==> config.mk <==
export PLATFORM = sky130hd
export DESIGN_NAME = push_sp_unit
export DESIGN_NICKNAME = d
export VERILOG_FILES = /design/src/rtl/push_sp_pkg.sv /design/src/rtl/push_sp_ctrl.sv /design/src/rtl/push_sp_dpath.sv /design/src/rtl/push_sp_unit.sv
export SDC_FILE = /design/constraint.sdc
export NUM_CORES = 1
export LEC_CHECK = 0
export ABC_CLOCK_PERIOD_IN_PS = 2300
export BUFFER_PORTS_ARGS = -buffer_cell sky130_fd_sc_hd__buf_2
export CAP_MARGIN = 15
export CORE_ASPECT_RATIO = 1.2
export CORE_MARGIN = 5
export CORE_UTILIZATION = 37
export DETAILED_ROUTE_END_ITERATION = 8
export GPL_ROUTABILITY_DRIVEN = 1
export GPL_TIMING_DRIVEN = 0
export SYNTH_ARGS = -nofsm -noshare
export SYNTH_HDL_FRONTEND = slang
export SYNTH_HIERARCHICAL = 1
export SYNTH_SLANG_ARGS = --single-unit
export TNS_END_PERCENT = 5
==> constraint.sdc <==
create_clock -name clk -period 2.3 [get_ports clk]
set_input_delay 0.345 -clock clk [delete_from_list [all_inputs] [get_ports clk]]
set_output_delay 0.345 -clock clk [all_outputs]
set_load 0.05 [all_outputs]
==> src/rtl/push_sp_pkg.sv <==
package push_sp_pkg;
  parameter int SP_W = 64;
  parameter int BC_W = 4;

  typedef enum logic [1:0] {
    ASZ_16 = 2'd0,
    ASZ_32 = 2'd1,
    ASZ_64 = 2'd2
  } addrSize_e;

  typedef struct packed {
    logic      load;
    addrSize_e asz;
    logic [BC_W-1:0] bytes;
  } ctlStrobe_t;
endpackage

==> src/rtl/push_sp_ctrl.sv <==
module push_sp_ctrl
  import push_sp_pkg::*;
(
  input  logic       clk,
  input  logic       rstN,
  input  logic       start,
  input  logic       longMode,
  input  logic       sizeOvr,
  input  logic       ssBig,
  output ctlStrobe_t strobe,
  output logic       done
);
  logic accept;
  assign accept = start && !done;

  always_comb begin
    strobe.load = accept;
    if (longMode) begin
      strobe.asz   = ASZ_64;
      strobe.bytes = sizeOvr ? BC_W'(2) : BC_W'(8);
    end else begin
      strobe.asz   = ssBig ? ASZ_32 : ASZ_16;
      strobe.bytes = sizeOvr ? BC_W'(2) : BC_W'(4);
    end
  end

  always_ff @(posedge clk or negedge rstN) begin
    if (!rstN) done <= 1'b0;
    else       done <= accept;
  end

  // done is a single-cycle pulse
  assert_done_pulse_R7: assert property (@(posedge clk) disable iff (!rstN)
    done |=> !done);
  // a start that arrives during done does not re-trigger
  assert_ignore_busy_R8: assert property (@(posedge clk) disable iff (!rstN)
    (done && start) |=> !done);
  // an accepted start yields done on the next cycle
  assert_start_done_R7: assert property (@(posedge clk) disable iff (!rstN)
    (start && !done) |=> done);
endmodule

==> src/rtl/push_sp_dpath.sv <==
module push_sp_dpath
  import push_sp_pkg::*;
(
  input  logic            clk,
  input  logic            rstN,
  input  ctlStrobe_t      strobe,
  input  logic [SP_W-1:0] spIn,
  output logic [SP_W-1:0] newSp,
  output logic [SP_W-1:0] storeAddr,
  output logic [BC_W-1:0] storeBytes
);
  localparam int LO16 = 16;
  localparam int LO32 = 32;

  logic [SP_W-1:0] decFull;
  logic [SP_W-1:0] nextSp;
  logic [SP_W-1:0] nextAddr;

  assign decFull = spIn - SP_W'(strobe.bytes);

  always_comb begin
    unique case (strobe.asz)
      ASZ_16: begin
        nextSp   = {spIn[SP_W-1:LO16], decFull[LO16-1:0]};
        nextAddr = {{(SP_W-LO16){1'b0}}, decFull[LO16-1:0]};
      end
      ASZ_32: begin
        nextSp   = {spIn[SP_W-1:LO32], decFull[LO32-1:0]};
        nextAddr = {{(SP_W-LO32){1'b0}}, decFull[LO32-1:0]};
      end
      default: begin
        nextSp   = decFull;
        nextAddr = decFull;
      end
    endcase
  end

  logic [SP_W-1:0] spSeen;
  addrSize_e       aszSeen;

  always_ff @(posedge clk or negedge rstN) begin
    if (!rstN) begin
      newSp      <= '0;
      storeAddr  <= '0;
      storeBytes <= '0;
      spSeen     <= '0;
      aszSeen    <= ASZ_64;
    end else if (strobe.load) begin
      newSp      <= nextSp;
      storeAddr  <= nextAddr;
      storeBytes <= strobe.bytes;
      spSeen     <= spIn;
      aszSeen    <= strobe.asz;
    end
  end

  // the bits above a narrow stack slice are preserved
  assert_keep_upper_R5: assert property (@(posedge clk) disable iff (!rstN)
    (strobe.load && strobe.asz == ASZ_16) |=> newSp[SP_W-1:LO16] == spSeen[SP_W-1:LO16]);
  assert_keep_upper_R4: assert property (@(posedge clk) disable iff (!rstN)
    (strobe.load && strobe.asz == ASZ_32) |=> newSp[SP_W-1:LO32] == spSeen[SP_W-1:LO32]);
  // the store address carries nothing above the stack width
  assert_addr_trunc_R6: assert property (@(posedge clk) disable iff (!rstN)
    (aszSeen == ASZ_16) |-> storeAddr[SP_W-1:LO16] == '0);
  // the byte count is always 0 (reset), 2, 4 or 8
  assert_bytes_legal_R2: assert property (@(posedge clk) disable iff (!rstN)
    $countones(storeBytes) <= 1 && storeBytes[0] == 1'b0);
  // results stay stable without a load
  assert_hold_R8: assert property (@(posedge clk) disable iff (!rstN)
    !strobe.load |=> $stable(newSp));
endmodule

==> src/rtl/push_sp_unit.sv <==
module push_sp_unit
  import push_sp_pkg::*;
(
  input  logic            clk,
  input  logic            rstN,
  input  logic            start,
  input  logic            longMode,
  input  logic            sizeOvr,
  input  logic            ssBig,
  input  logic [63:0]     spIn,
  output logic [63:0]     newSp,
  output logic [63:0]     storeAddr,
  output logic [3:0]      storeBytes,
  output logic            done
);
  ctlStrobe_t strobe;

  push_sp_ctrl u_ctrl (
    .clk(clk), .rstN(rstN), .start(start), .longMode(longMode),
    .sizeOvr(sizeOvr), .ssBig(ssBig), .strobe(strobe), .done(done)
  );

  push_sp_dpath u_dpath (
    .clk(clk), .rstN(rstN), .strobe(strobe), .spIn(spIn),
    .newSp(newSp), .storeAddr(storeAddr), .storeBytes(storeBytes)
  );
endmodule

==> results.cfg <==
[yosys]
post-synth-top-count-cell = dfrtp_1
postSynthAreaPerCell_um2 = 8.72
async_reset_ff_share_pct = 100
synth_top_area_share_pct = 40.4
synthTopCellsByArea = dfrtp_1 (40%), nor2_1 (4.8%), xnor2_1 (4.4%)
seq_area_frac_synth_pct = 40.4
synth-main-ff-cell = dfrtp_1
synth-edff-count = 0
synthTopCellsByCount = dfrtp_1 (117), nor2_1 (92), clkbuf_1 (57), nand3_1 (48)
netlist_area_um2 = 7240
syn_inst = 830
synthesis.nets = 905
synth_largest_area_cell = dfrtp_1
yosys_warnings = 6
synthDistinctLibCells = 62
ys_ff_latch = 117

[setup_path]
worstSetupEndpointType = register
crit_required_ns = 2.61
start_kind = input pin
r2r_end = u_dpath/storeAddr[42]
path_cells = buf_8 -> buf_4 -> inv_2 -> fa_2 -> a21o_4 -> a2111o_1 -> nor3_1 -> a21oi_1 -> a211o_1
critPathKind = in2reg
r2r_start = u_ctrl/done
crit_fanout = 6
slowest_delay_ns = 0.86
rrSetupSlack_ns = 0.03
cp.arrival_ns = 2.95
slowest_stage = nor3_1
r2r_cells = 8

[min_path]
hold_class = in2reg
hold-path-endpoint = u_ctrl/done
hold_start = start
worstHoldPathCells = 2

[clock_network]
clk_pin_slew_ns = 0.05
htree_num_levels = 4
cts_buffers = 17
cts_tree = done
cts_root_buffer = clkbuf_16
cts.path.max_buffers = 2
cts.sinks = 117
clk_latency_ns = 0.42

[floorplanning]
core_area_um2 = 19400
rows = 56
fp.dieArea_um2 = 22500
initial_core_util_pct = 37.3
die_w_um = 138
fp.dieH_um = 163
pin_count = 203

[place]
gp_congestion = 0.951
dpl_worst_slack_ns = -1.58
place_area_um2 = 8600
hpwlAfterDp_um = 22100
port_buffers = 193
place_inst = 1285

[finish]
design_area_um2 = 9620
post-route-util_pct = 49.6
layoutNonFillerInstCount = 1334
drive_gt1_share_pct = 31.3
area_growth_pct = 32.9
final_net_count = 1134

[detailed_routing]
vias = 7988
avgViaCountPerCell = 5.99
routedWlPerCell_um = 22.7
drt_first_pass_iters = 7
postRouteWirelength_um = 30200
ant_nets = 0
drcViolationCount = 0
first_iter_violations = 693

[global_route]
grt_use_total_pct = 26.6
antenna_found_initial = 2
grt_pass1_wl_um = 45500
grt_max_degree = 67
grt_overflow = 0
grt_pass1_vias = 7812

[timing]
skew_ns = 0.00344
relSlewSlack_pct = 31.5
drv_slew = 0
max_freq_mhz = 378
hold_ws_ns = 0.185
rsz0062_at_grt = yes
min_period_ns = 2.65
worst_slack_ns = -0.346
worst_pin_slew_ns = 1.02
finalSetupViolCount = 41
hold_viol = 0
fin_crit_sh_pct = 115
fin_setup_tns_ns = -6.49

[pwr]
design_power_total_mw = 7.63
power_leakage_nw = 3.90
power.density_nw_per_um2 = 793
peakVddDrop_uv = 520

[outcome]
violations = negative setup slack
status = finished with violations

[job]
cap_violations = 0
[kinds of logic (layout without fill, tap and decap cells)]
family          Yosys count  count (layout)  synth area share [%]
mux                       8               8                  1.21
xor+xnor                 50              50                  6.05
compound gates          168             168                  15.9
buf+inv                  96             338                  6.10
other cells               1               2                0.0518
simple gates            385             385                  29.2
fa+ha+maj                 5               5                 0.968
flops                   117             117                  40.4
[placed cells by master, fill, tap and decap left out, drive strengths merged, types with 7 or more instances in the layout]
cell / Yosys / routed
buf: 27 / 242
dfrtp: 117 / 117
nor2: 92 / 92
clkbuf: 57 / 74
nand3: 48 / 48
or4: 42 / 42
a21oi: 41 / 41
nor3: 40 / 40
xnor2: 36 / 36
nand2: 35 / 35
nor4: 30 / 30
a31oi: 27 / 27
or3: 26 / 26
nand4: 22 / 22
o31ai: 17 / 17
o211ai: 15 / 15
o2bb2ai: 15 / 15
xor2: 14 / 14
o21ai: 12 / 12
inv: 11 / 11
and3: 9 / 9
a32oi: 8 / 8
or2: 7 / 7
[worst max-delay path, delay by kind of cell]
kind / cells / cell delay, ns
buffers and inverters: 3 / 0.22
and+or+nand+nor: 1 / 0.86
AOI/OAI and AO/OA: 4 / 1.15
adders and majority gates: 1 / 0.36
[power by group]
part,internal (mW),switching [mW],total (mW)
combinational,0.632,1.93,2.56
sequential,2.34,0.178,2.52
clock,1.56,0.994,2.55
[final cells by class]
| type | instances | area (um2) |
|---|---|---|
| multi-input combinational | 617 | 4110 |
| sequential | 117 | 2930 |
| antenna | 1 | 2.50 |
| fill | 1971 | 9790 |
| clock inverter | 9 | 77.6 |
| clock buffer | 23 | 478 |
| tap | 261 | 327 |
| buffer | 81 | 438 |
| timing repair buffer | 213 | 1210 |
| inverter | 12 | 45.0 |
[metal layers]
metal	vias up	GRT usage [%]	wire length (um)
met1	3909	33.4	11900
li1	3561	-	-
met3	78	6.10	2690
met2	436	45.0	14800
met4	4	8.45	906
met5	-	0	21
[worst max path at each step]
stage                                  endpoint  slack, ns  startpoint
final                     u_dpath/storeAddr[36]      -0.35     sizeOvr
after global routing          u_dpath/newSp[62]      -0.38     sizeOvr
after CTS                 u_dpath/storeAddr[52]      -0.34     sizeOvr
after detailed placement  u_dpath/storeAddr[61]      -1.58    longMode
after global placement    u_dpath/storeAddr[61]      -1.54    longMode
after floorplan           u_dpath/storeAddr[46]      -0.45    longMode
[flip-flops by register name (all words and copies together) (netlist names)]
name                flops
u_dpath/newSp          64
u_ctrl/done             1
u_dpath/storeAddr      48
u_dpath/storeBytes      4
[what timing repair did]
action | in CTS | in global routing
setup endpoints to repair | 92 | 89
buffers inserted | 10 | 6
gates cloned | 1 | 1
resized for setup | 40 | 43
hold buffers | 1 | 0
pin swaps | 20 | 16
hold endpoints to repair | 51 | 0
Power figures use the tool's default switching activity.
